$ cat config.mk
export PLATFORM = sky130hd
export DESIGN_NAME = cart_window_map
export DESIGN_NICKNAME = d
export VERILOG_FILES = /design/src/rtl/cart_window_map_pkg.sv /design/src/rtl/cwm_ctrl.sv /design/src/rtl/cwm_datapath.sv /design/src/rtl/cart_window_map.sv
export SDC_FILE = /design/constraint.sdc
export NUM_CORES = 1
export LEC_CHECK = 0
export ABC_AREA = 1
export CORE_MARGIN = 3
export CORE_UTILIZATION = 36
export CTS_CLUSTER_SIZE = 16
export DETAILED_ROUTE_END_ITERATION = 12
export DONT_BUFFER_PORTS = 1
export PLACE_DENSITY_LB_ADDON = 0.05
export SLEW_MARGIN = 20
export SYNTH_ARGS = -nofsm -noshare
export SYNTH_HDL_FRONTEND = slang
export SYNTH_SLANG_ARGS = --single-unit
export TNS_END_PERCENT = 5
$ cat constraint.sdc
create_clock -name clk -period 2.1 [get_ports clk]
set_input_delay 0.42 -clock clk [delete_from_list [all_inputs] [get_ports clk]]
set_output_delay 0.42 -clock clk [all_outputs]
set_load 0.05 [all_outputs]
$ cat src/rtl/cart_window_map_pkg.sv
package cart_window_map_pkg;
  localparam int PAGE_BITS = 14;
  localparam int RAM_PAGE_BITS = 3;
  localparam int PHYS_W = PAGE_BITS + RAM_PAGE_BITS;
  localparam logic [1:0] REG_SYS = 2'd0;
  localparam logic [1:0] REG_CART = 2'd1;
  localparam logic [1:0] REG_COMPAT = 2'd2;

  typedef struct packed {
    logic ldSys;
    logic ldCart;
    logic ldCompat;
    logic ldBank;
  } mapStrobe_t;
endpackage

$ cat src/rtl/cwm_ctrl.sv
module cwm_ctrl
  import cart_window_map_pkg::*;
(
  input  logic       busWrite,
  input  logic       regWrite,
  input  logic [1:0] regSel,
  input  logic       inWindow,
  input  logic       ramMode,
  input  logic       wrEnable,
  output mapStrobe_t stb,
  output logic       writeOk
);
  always_comb begin
    stb.ldSys    = regWrite && (regSel == REG_SYS);
    stb.ldCart   = regWrite && (regSel == REG_CART);
    stb.ldCompat = regWrite && (regSel == REG_COMPAT);
    // ROM mode: a write into the window is a bank command, not a store
    stb.ldBank   = busWrite && inWindow && !ramMode;
    writeOk      = busWrite && inWindow && ramMode && wrEnable;
  end
endmodule

$ cat src/rtl/cwm_datapath.sv
module cwm_datapath
  import cart_window_map_pkg::*;
#(
  parameter int CART_BANKS = 3,
  parameter int RAM_INST_PAGES = 4
) (
  input  logic              clk,
  input  logic              rstN,
  input  mapStrobe_t        stb,
  input  logic [7:0]        regData,
  input  logic [15:0]       busAddr,
  output logic              inWindow,
  output logic              ramMode,
  output logic              wrEnable,
  output logic [PHYS_W-1:0] physAddr,
  output logic              extRomSel,
  output logic              intRomSel,
  output logic              ramSel,
  output logic              ctlSel
);
  localparam logic [PHYS_W-1:0] RAM_MASK = PHYS_W'(RAM_INST_PAGES * (1 << PAGE_BITS) - 1);
  localparam logic [1:0] BANK_COUNT = 2'(CART_BANKS);

  logic [7:0] sysReg, cartReg, compatReg;
  logic [2:0] romPage;

  always_ff @(posedge clk or negedge rstN) begin
    if (!rstN) begin
      sysReg    <= '0;
      cartReg   <= '0;
      compatReg <= '0;
      romPage   <= '0;
    end else begin
      if (stb.ldSys)    sysReg    <= regData;
      if (stb.ldCart)   cartReg   <= regData;
      if (stb.ldCompat) compatReg <= regData;
      if (stb.ldBank)   romPage   <= busAddr[2:0];
    end
  end

  // mode decode
  logic newMode;
  logic [RAM_PAGE_BITS-1:0] ramPage;
  always_comb begin
    newMode  = sysReg[6];
    ramMode  = newMode ? cartReg[5] : compatReg[2];
    wrEnable = newMode ? cartReg[6] : compatReg[3];
    ramPage  = newMode ? cartReg[2:0] : {1'b0, compatReg[1:0]};
  end

  // external bank wraps on the number of banks fitted
  logic [1:0] extBank;
  generate
    if (CART_BANKS >= 4) begin : g_fullBanks
      assign extBank = romPage[1:0];
    end else begin : g_wrapBanks
      assign extBank = romPage[1:0] % BANK_COUNT;
    end
  endgenerate

  // offsets for the two halves of the window
  logic lowHalf;
  logic [15:0] hiDelta;
  logic [PAGE_BITS-1:0] lowOff, hiOff, winOff;
  always_comb begin
    inWindow = (busAddr[15:12] >= 4'hB) && (busAddr[15:12] <= 4'hE);
    lowHalf  = busAddr[15:12] == 4'hB;
    lowOff   = PAGE_BITS'(14'h3000 + {2'b00, busAddr[11:0]});
    hiDelta  = busAddr - 16'hC000;
    hiOff    = hiDelta[PAGE_BITS-1:0];
    winOff   = lowHalf ? lowOff : hiOff;
  end

  logic isCtlSpot;
  always_comb begin
    isCtlSpot = busAddr[15:2] == 14'h2FFF;
    extRomSel = 1'b0;
    intRomSel = 1'b0;
    ramSel    = 1'b0;
    ctlSel    = 1'b0;
    physAddr  = '0;
    if (inWindow) begin
      if (ramMode) begin
        ramSel   = 1'b1;
        physAddr = {ramPage, winOff} & RAM_MASK;
      end else if (!romPage[2]) begin
        physAddr  = {1'b0, extBank, winOff};
        ctlSel    = isCtlSpot;
        extRomSel = !isCtlSpot;
      end else begin
        intRomSel = 1'b1;
        physAddr  = {1'b0, romPage[1:0], winOff};
      end
    end
  end
endmodule

$ cat src/rtl/cart_window_map.sv
module cart_window_map
  import cart_window_map_pkg::*;
#(
  parameter int CART_BANKS = 3,
  parameter int RAM_INST_PAGES = 4
) (
  input  logic              clk,
  input  logic              rstN,
  input  logic [15:0]       busAddr,
  input  logic              busWrite,
  input  logic              regWrite,
  input  logic [1:0]        regSel,
  input  logic [7:0]        regData,
  output logic [PHYS_W-1:0] physAddr,
  output logic              extRomSel,
  output logic              intRomSel,
  output logic              ramSel,
  output logic              ctlSel,
  output logic              writeOk
);
  mapStrobe_t stb;
  logic inWindow, ramMode, wrEnable;

  cwm_ctrl u_ctrl (
    .busWrite(busWrite), .regWrite(regWrite), .regSel(regSel),
    .inWindow(inWindow), .ramMode(ramMode), .wrEnable(wrEnable),
    .stb(stb), .writeOk(writeOk)
  );

  cwm_datapath #(.CART_BANKS(CART_BANKS), .RAM_INST_PAGES(RAM_INST_PAGES)) u_dp (
    .clk(clk), .rstN(rstN), .stb(stb), .regData(regData), .busAddr(busAddr),
    .inWindow(inWindow), .ramMode(ramMode), .wrEnable(wrEnable),
    .physAddr(physAddr), .extRomSel(extRomSel), .intRomSel(intRomSel),
    .ramSel(ramSel), .ctlSel(ctlSel)
  );
endmodule

==> results of run 1 <==
area by class of cell:
| type | instances | area, um^2 | share of cell area, % |
|---|---|---|---|
| sequential | 12 | 301.5 | 28.97 |
| timing repair buffer | 12 | 96.34 | 9.255 |
| tap | 28 | 35.03 | 3.365 |
| multi-input combinational | 83 | 481.7 | 46.27 |
| clock buffer | 3 | 22.52 | 2.163 |
| inverter | 27 | 103.9 | 9.976 |
cells in the final DEF, fill, tap and decap left out, types with 3 or more instances in the layout:
cell type                  netlist  final
sky130_fd_sc_hd__buf_4           1     10
sky130_fd_sc_hd__clkbuf_4        0      3
sky130_fd_sc_hd__dfrtp_1        12     11
sky130_fd_sc_hd__inv_1          24     24
sky130_fd_sc_hd__nand2_1        19     19
sky130_fd_sc_hd__nand3_1         9      9
sky130_fd_sc_hd__nand4_1         4      4
sky130_fd_sc_hd__nor2_1         17     17
sky130_fd_sc_hd__nor2_4         10     10
sky130_fd_sc_hd__o21ai_0         8      8
metal layers:
metal  part of all wire [%]  vias up
met3                    8.3        2
met4                   0.71        0
li1                       -      411
met5                      0        -
met2                     52       31
met1                     39      360
cells by family after synthesis:
logic type      share of synthesized area, %
compound gates                         8.264
other cells                           0.4128
simple gates                           41.46
buf+inv                                14.46
mux                                    2.342
flops                                  33.06
stage by stage:
stage               cell area [um^2]   power, W  std cells  worst slack [ps]  utilization (%)
CTS                             1036  0.0007743        165             103.9            45.10
floorplan                      913.4  0.0005810        124             168.9                -
detailed placement              1003  0.0006358        161             403.6            43.68
global route                    1041  0.0008290        165             6.689            45.32
global placement                1003  0.0006312        161             405.3            43.68
finish                          1041  0.0007658        165             147.3            45.32
power breakdown:
part | internal, W | switching (W)
sequential | 0.000286 | 0.0000336
combinational | 0.0000951 | 0.000223
clock | 0.0000660 | 0.0000621
flip-flops by register name, indices dropped and copies added, names as in the netlist:
name and cells:
u_dp.sysReg 1, u_dp.romPage 3, u_dp.compatReg 4, u_dp.cartReg 4
critical path: cells and delay by family, from the launching register on:
family,cells,cell delay [ps]
AO/OA/AOI/OAI,2,180
flip-flops,1,450
AND/OR/NAND/NOR,3,290
buffers and inverters,3,360
path summary, 6_finish.rpt:
path | from | to | slack [ps] | depth (start not counted)
min reg2reg | u_dp.romPage[2]$_DFFE_PN0P_ | u_dp.romPage[2]$_DFFE_PN0P_ | 490 | 2
max | u_dp.sysReg[6]$_DFFE_PN0P_ | physAddr[15] | 150 | 8
max reg2reg | u_dp.sysReg[6]$_DFFE_PN0P_ | u_dp.romPage[1]$_DFFE_PN0P_ | 950 | 6
max in group asynchronous | rstN | u_dp.sysReg[6]$_DFFE_PN0P_ | 1140 | 1
min in group asynchronous | rstN | u_dp.cartReg[1]$_DFFE_PN0P_ | 580 | 1
min | regData[3] | u_dp.compatReg[3]$_DFFE_PN0P_ | 310 | 1
repair_timing:
action / in CTS / in global routing
hold endpoints to repair: 12 / 0
gates resized for setup: 0 / 2
setup buffers: 0 / 0
hold buffers: 1 / 0
setup endpoints to repair: 0 / 2
==> flow_summary.json, run 1 <==
{
  "data_required_time_of_the_critical_path_ps": 1680,
  "final_period_minus_worst_setup_slack_ps": 1953,
  "tightestPinTransition_ps": 533.5,
  "relSlewSlack_pct": 64.32,
  "final_hold_viol_count": 0,
  "route.antenna.remaining_nets": 0,
  "diodes": 0,
  "synth-seq-area-share_pct": 33.06,
  "finalSetupViolCount": 0,
  "fin_setup_tns_ps": 0,
  "critical_path_peak_fanout": 7,
  "grt_setup_unrepaired": "no",
  "rows": 17,
  "max_freq_ghz": 0.5121,
  "final_net_count": 169,
  "max_cap_viol_count": 0,
  "drtIter0Drc": 16,
  "cts_buffers": 3,
  "drv_slew": 0,
  "grt.busiest_layer": "met2",
  "first_global_vias": 772,
  "path_cells": "inv_2 -> nand2_1 -> nand2_2 -> inv_2 -> o21ai_1 -> o21ai_0 -> nor2_1 -> buf_4",
  "ys_warn_count": 0,
  "synth_top_area_share_pct": 33.06,
  "antenna_found_initial": 0,
  "ctsHtreeMaxLevel": 1,
  "hold_class": "in -> reg",
  "netlist_area_um2": 908.4,
  "list_of_most_frequent_post_synthesis_cells": "sky130_fd_sc_hd__inv_1, sky130_fd_sc_hd__nand2_1, sky130_fd_sc_hd__nor2_1",
  "nFillCells": 263,
  "wl_per_cell_um": 11.07,
  "netlist_instances": 124,
  "tritoncts": "yes",
  "path_clk_slew_ps": 60,
  "die-height_um": 56.23,
  "p_leak_nw": 0.5495,
  "gp_congestion": 0.7456,
  "routed_via_density": 4.873,
  "dominantRegCellSynth": "sky130_fd_sc_hd__dfrtp_1",
  "arrival_ps": 1530,
  "status": "finished, final reports clean",
  "design.core.area_mm2": 0.002297,
  "post_synth_num_cell_types": 22,
  "peakVddDrop_uv": 361.3,
  "number_of_enable_type_register_cells_in_the_synthesized_netlist": 0,
  "track_usage_pct": 12.44,
  "slowest_delay_ps": 450,
  "drc": 0,
  "crit_path_top_delay_cell": "sky130_fd_sc_hd__dfrtp_2",
  "port_buffers": 0,
  "full_die_area_mm2": 0.003162,
  "post-synth-top-count-cell": "sky130_fd_sc_hd__inv_1",
  "clock_tree.buffer_depth": 2,
  "synth_top_cells_by_area": "sky130_fd_sc_hd__dfrtp_1, sky130_fd_sc_hd__nor2_4, sky130_fd_sc_hd__inv_1",
  "period_share_pct": 92.99,
  "die_width_um": 56.23,
  "vias": 804,
  "setup.worst_path.class": "reg -> out",
  "grt.met2_usage_pct": 21.87,
  "maximum_number_of_pins_on_one_net_before_global_route_repair": 18,
  "pin_count": 52,
  "globalRouteMet1Util_pct": 13.82,
  "global_route_wire_length_before_repair_um": 3187,
  "power_per_cell_area_mw_per_mm2": 735.6,
  "whs_ps": 310.7,
  "detail_route.first_pass.iterations": 4,
  "synthesis.nets": 154,
  "start_kind": "register",
  "synth_largest_area_cell": "sky130_fd_sc_hd__dfrtp_1",
  "gr-usage-met3_pct": 3.712,
  "crit_top_cell": "sky130_fd_sc_hd__inv_2",
  "worst_skew_pair.late_latency_ps": 260,
  "post_route_cells_drive_above_1_share_pct": 24.82,
  "final.setup_skew_ps": 0.3750,
  "critical_path.endpoint_type": "output pin",
  "synth_seq_cells": 12,
  "grt_overflow_total": 0,
  "number_of_clock_sinks": 12,
  "synthesized_area_per_cell_um2": 7.326,
  "cts.root.buffer_cell": "sky130_fd_sc_hd__clkbuf_4",
  "layout-area-overhead-vs-synth_pct": 14.60,
  "drt-total-wl_um": 1826,
  "synth_async_sr_flop_share_pct": 100.0,
  "dp_hpwl_um": 1564,
  "initial_core_utilization_pct": 39.54
}
Power figures use the tool's default switching activity.
==> inputs of run 2 (changes only) <==
--- a/config.mk
+++ b/config.mk
@@ -15,5 +15,6 @@
 export SLEW_MARGIN = 20
 export SYNTH_ARGS = -nofsm -noshare
 export SYNTH_HDL_FRONTEND = slang
+export SYNTH_HIERARCHICAL = 1
 export SYNTH_SLANG_ARGS = --single-unit
 export TNS_END_PERCENT = 5
==> run 2 against run 1 <==
  * Critical path depth fell by 3
  * Global-route usage increased by 0.81 points
  * Count of clock-buffer cells in the layout up 1
  * Wire length rose by 7.1%
  * Final cell count rose by 10%
  * Critical path type unchanged
  * Combinational power increased by 2%
  * Clock skew increased by 2.1 ps
  * Sequential power down 1%
  * Power grew 6.8%
  * Flip-flop and latch count unchanged
  * Synthesized cell count is 5.6% higher
==> flow_summary.json, run 2 <==
{
  "status": "finished, final reports clean",
  "clock_tree.buffer_depth": 2,
  "list_of_most_frequent_post_synthesis_cells": "sky130_fd_sc_hd__nand2_1, sky130_fd_sc_hd__inv_1, sky130_fd_sc_hd__nor2_1",
  "critical_path.n_buffers_inverters": 1,
  "synth-seq-area-share_pct": 34.24,
  "global_route_wire_length_before_repair_um": 3305,
  "design.core.area_mm2": 0.002255,
  "ys_warn_count": 6,
  "final_hold_viol_count": 0,
  "pin_count": 52,
  "path_cells": "o21ai_2 -> nand2_1 -> nand2_1 -> nor2_1 -> buf_4",
  "cp_top_family": "flip-flops",
  "netlist_area_um2": 877.1,
  "finalSetupViolCount": 0,
  "regToRegEndpoint": "u_dp/romPage[0]$_DFFE_PN0P_",
  "drtIter0Drc": 9,
  "p_leak_nw": 0.5843,
  "gp_congestion": 0.6901,
  "port_buffers": 0,
  "diodes": 0,
  "die_width_um": 55.36,
  "hold_depth": 2,
  "max_cap_viol_count": 0,
  "peakVddDrop_uv": 451.9,
  "hp-start": "regData[1]",
  "power_per_cell_area_mw_per_mm2": 746.8,
  "drt-total-wl_um": 1955,
  "drv_slew": 0,
  "synth_top_cells_by_area": "sky130_fd_sc_hd__dfrtp_1, sky130_fd_sc_hd__nand2_1, sky130_fd_sc_hd__inv_1",
  "crit_top_cell": "sky130_fd_sc_hd__nand2_1",
  "layout_top_registers": "u_dp/cartReg x4, u_dp/compatReg x4, u_dp/romPage x3",
  "final_net_count": 185,
  "route.antenna.remaining_nets": 0,
  "detail_route.first_pass.iterations": 4,
  "post_route_cells_drive_above_1_share_pct": 29.22,
  "p_total_w": 0.0008176,
  "r2r.worst_path.cells": 4,
  "fin_setup_tns_ps": 0,
  "dp_hpwl_um": 1629,
  "most_frequent_standard_cell_in_the_layout_excluding_fill_and_tap_cells": "sky130_fd_sc_hd__nand2_1",
  "track_usage_pct": 13.25,
  "cts_buffers": 3,
  "worst_skew_pair.late_latency_ps": 270,
  "post-synth-top-count-cell": "sky130_fd_sc_hd__nand2_1",
  "routed_via_density": 4.407,
  "tritoncts": "yes",
  "mostFrequentLayoutCells": "sky130_fd_sc_hd__nand2_1, sky130_fd_sc_hd__inv_1, sky130_fd_sc_hd__buf_4, sky130_fd_sc_hd__nor2_1, sky130_fd_sc_hd__o21ai_0",
  "first_global_vias": 730,
  "layout-area-overhead-vs-synth_pct": 24.82,
  "initial_core_utilization_pct": 38.90,
  "rows": 17,
  "data_required_time_of_the_critical_path_ps": 1680,
  "full_die_area_mm2": 0.003065,
  "max_freq_ghz": 0.5203,
  "synth_async_sr_flop_share_pct": 100.0,
  "number_of_clock_sinks": 12,
  "reg2reg_setup_slack_ps": 760,
  "final.setup_skew_ps": 2.472,
  "hold_path_end": "u_dp/cartReg[1]$_DFFE_PN0P_",
  "drc": 0,
  "setup.worst_path.class": "reg -> out",
  "synth_top_area_share_pct": 34.24,
  "critical_path.endpoint_type": "output pin",
  "critical_path_peak_fanout": 11,
  "synth_largest_area_cell": "sky130_fd_sc_hd__dfrtp_1",
  "period_share_pct": 91.51,
  "antenna_found_initial": 0,
  "post_synth_num_cell_types": 16,
  "number_of_buffers_inserted_to_repair_setup_after_cts": 0,
  "die-height_um": 55.36,
  "start_kind": "register",
  "synthesized_area_per_cell_um2": 6.695,
  "tightestPinTransition_ps": 559.9,
  "reg_to_reg_critical_path_startpoint": "u_dp/sysReg[6]$_DFFE_PN0P_",
  "grt_setup_unrepaired": "no",
  "maximum_number_of_pins_on_one_net_before_global_route_repair": 18,
  "vias": 802,
  "slowest_delay_ps": 490,
  "netlist_instances": 131,
  "dominantRegCellSynth": "sky130_fd_sc_hd__dfrtp_1",
  "ctsHtreeMaxLevel": 1,
  "cts.root.buffer_cell": "sky130_fd_sc_hd__clkbuf_4",
  "grt_overflow_total": 0,
  "relSlewSlack_pct": 62.55,
  "final_period_minus_worst_setup_slack_ps": 1922,
  "synthesis.nets": 161,
  "crit_path_top_delay_cell": "sky130_fd_sc_hd__dfrtp_1",
  "synth_seq_cells": 12,
  "hold_class": "in -> reg",
  "wl_per_cell_um": 10.74,
  "arrival_ps": 1500,
  "number_of_enable_type_register_cells_in_the_synthesized_netlist": 0,
  "path_clk_slew_ps": 70
}
[run 2: cell type report]
cell class | instances | area, um^2
well taps | 28 | 35.03
inverters | 26 | 97.59
multi-input cells | 90 | 457.9
fillers | 247 | 1160
repair buffers | 22 | 167.7
flip-flops and latches | 12 | 300.3
clock buffers | 4 | 36.28
[run 2: cells by family after synthesis]
group                  share of synthesized area [%]
and+or+nand+nor                                37.09
buffers and inverters                          14.55
AOI/OAI and AO/OA                              8.559
DFF                                            34.24
muxes                                          5.135
other                                         0.4275
[run 2: metrics by stage]
| stage | setup WS [ps] | cells | hold WS (ps) | utilization (%) | cell area (um^2) |
|---|---|---|---|---|---|
| 5_1_grt | 10.20 | 182 | 258.2 | 48.56 | 1095 |
| 4_1_cts | 41.85 | 182 | 260.1 | 48.39 | 1091 |
| 3_5_place_dp | 346.5 | 177 | 124.9 | 46.34 | 1045 |
| 3_3_place_gp | 372.9 | 177 | 124.8 | 46.34 | 1045 |
| 6_report | 178.2 | 182 | 270.2 | 48.56 | 1095 |
| 2_1_floorplan | 186.6 | 131 | 124.4 | - | 882.1 |
[run 2: worst reg2reg max path: cells and delay by family (launching register included)]
family / cells / cell delay, ps
flops: 1 / 490
simple gates: 2 / 440
compound gates: 2 / 270
[run 2: routing by layer]
layer  part of all wire [%]  global-route usage, %
met1                     46                  17.50
met2                     44                  20.27
met3                     10                  6.542
met4                      0                  1.042
met5                      0                      0
[run 2: worst max path at each step]
stage                          startpoint            to  slack, ps  cells after the start
2_1_floorplan  u_dp/sysReg[6]$_DFFE_PN0P_        ctlSel        190                      6
3_3_place_gp   u_dp/sysReg[6]$_DFFE_PN0P_  physAddr[15]        370                      5
3_5_place_dp   u_dp/sysReg[6]$_DFFE_PN0P_  physAddr[15]        350                      5
4_1_cts        u_dp/sysReg[6]$_DFFE_PN0P_  physAddr[15]         40                      5
5_1_grt        u_dp/sysReg[6]$_DFFE_PN0P_       writeOk         10                      4
6_report       u_dp/sysReg[6]$_DFFE_PN0P_  physAddr[15]        180                      5
[run 2: power by group]
group	switching [W]	leakage, nW	internal, W
logic	0.000221	0.418	0.000102
registers	0.0000336	0.146	0.000282
clock network	0.0000731	0.0210	0.000105
[run 2: repair_timing]
action | CTS | global route
resized for setup | 0 | 1
endpoints found under the hold margin | 12 | 0
endpoints found under the setup margin | 0 | 5
hold buffers | 1 | 0
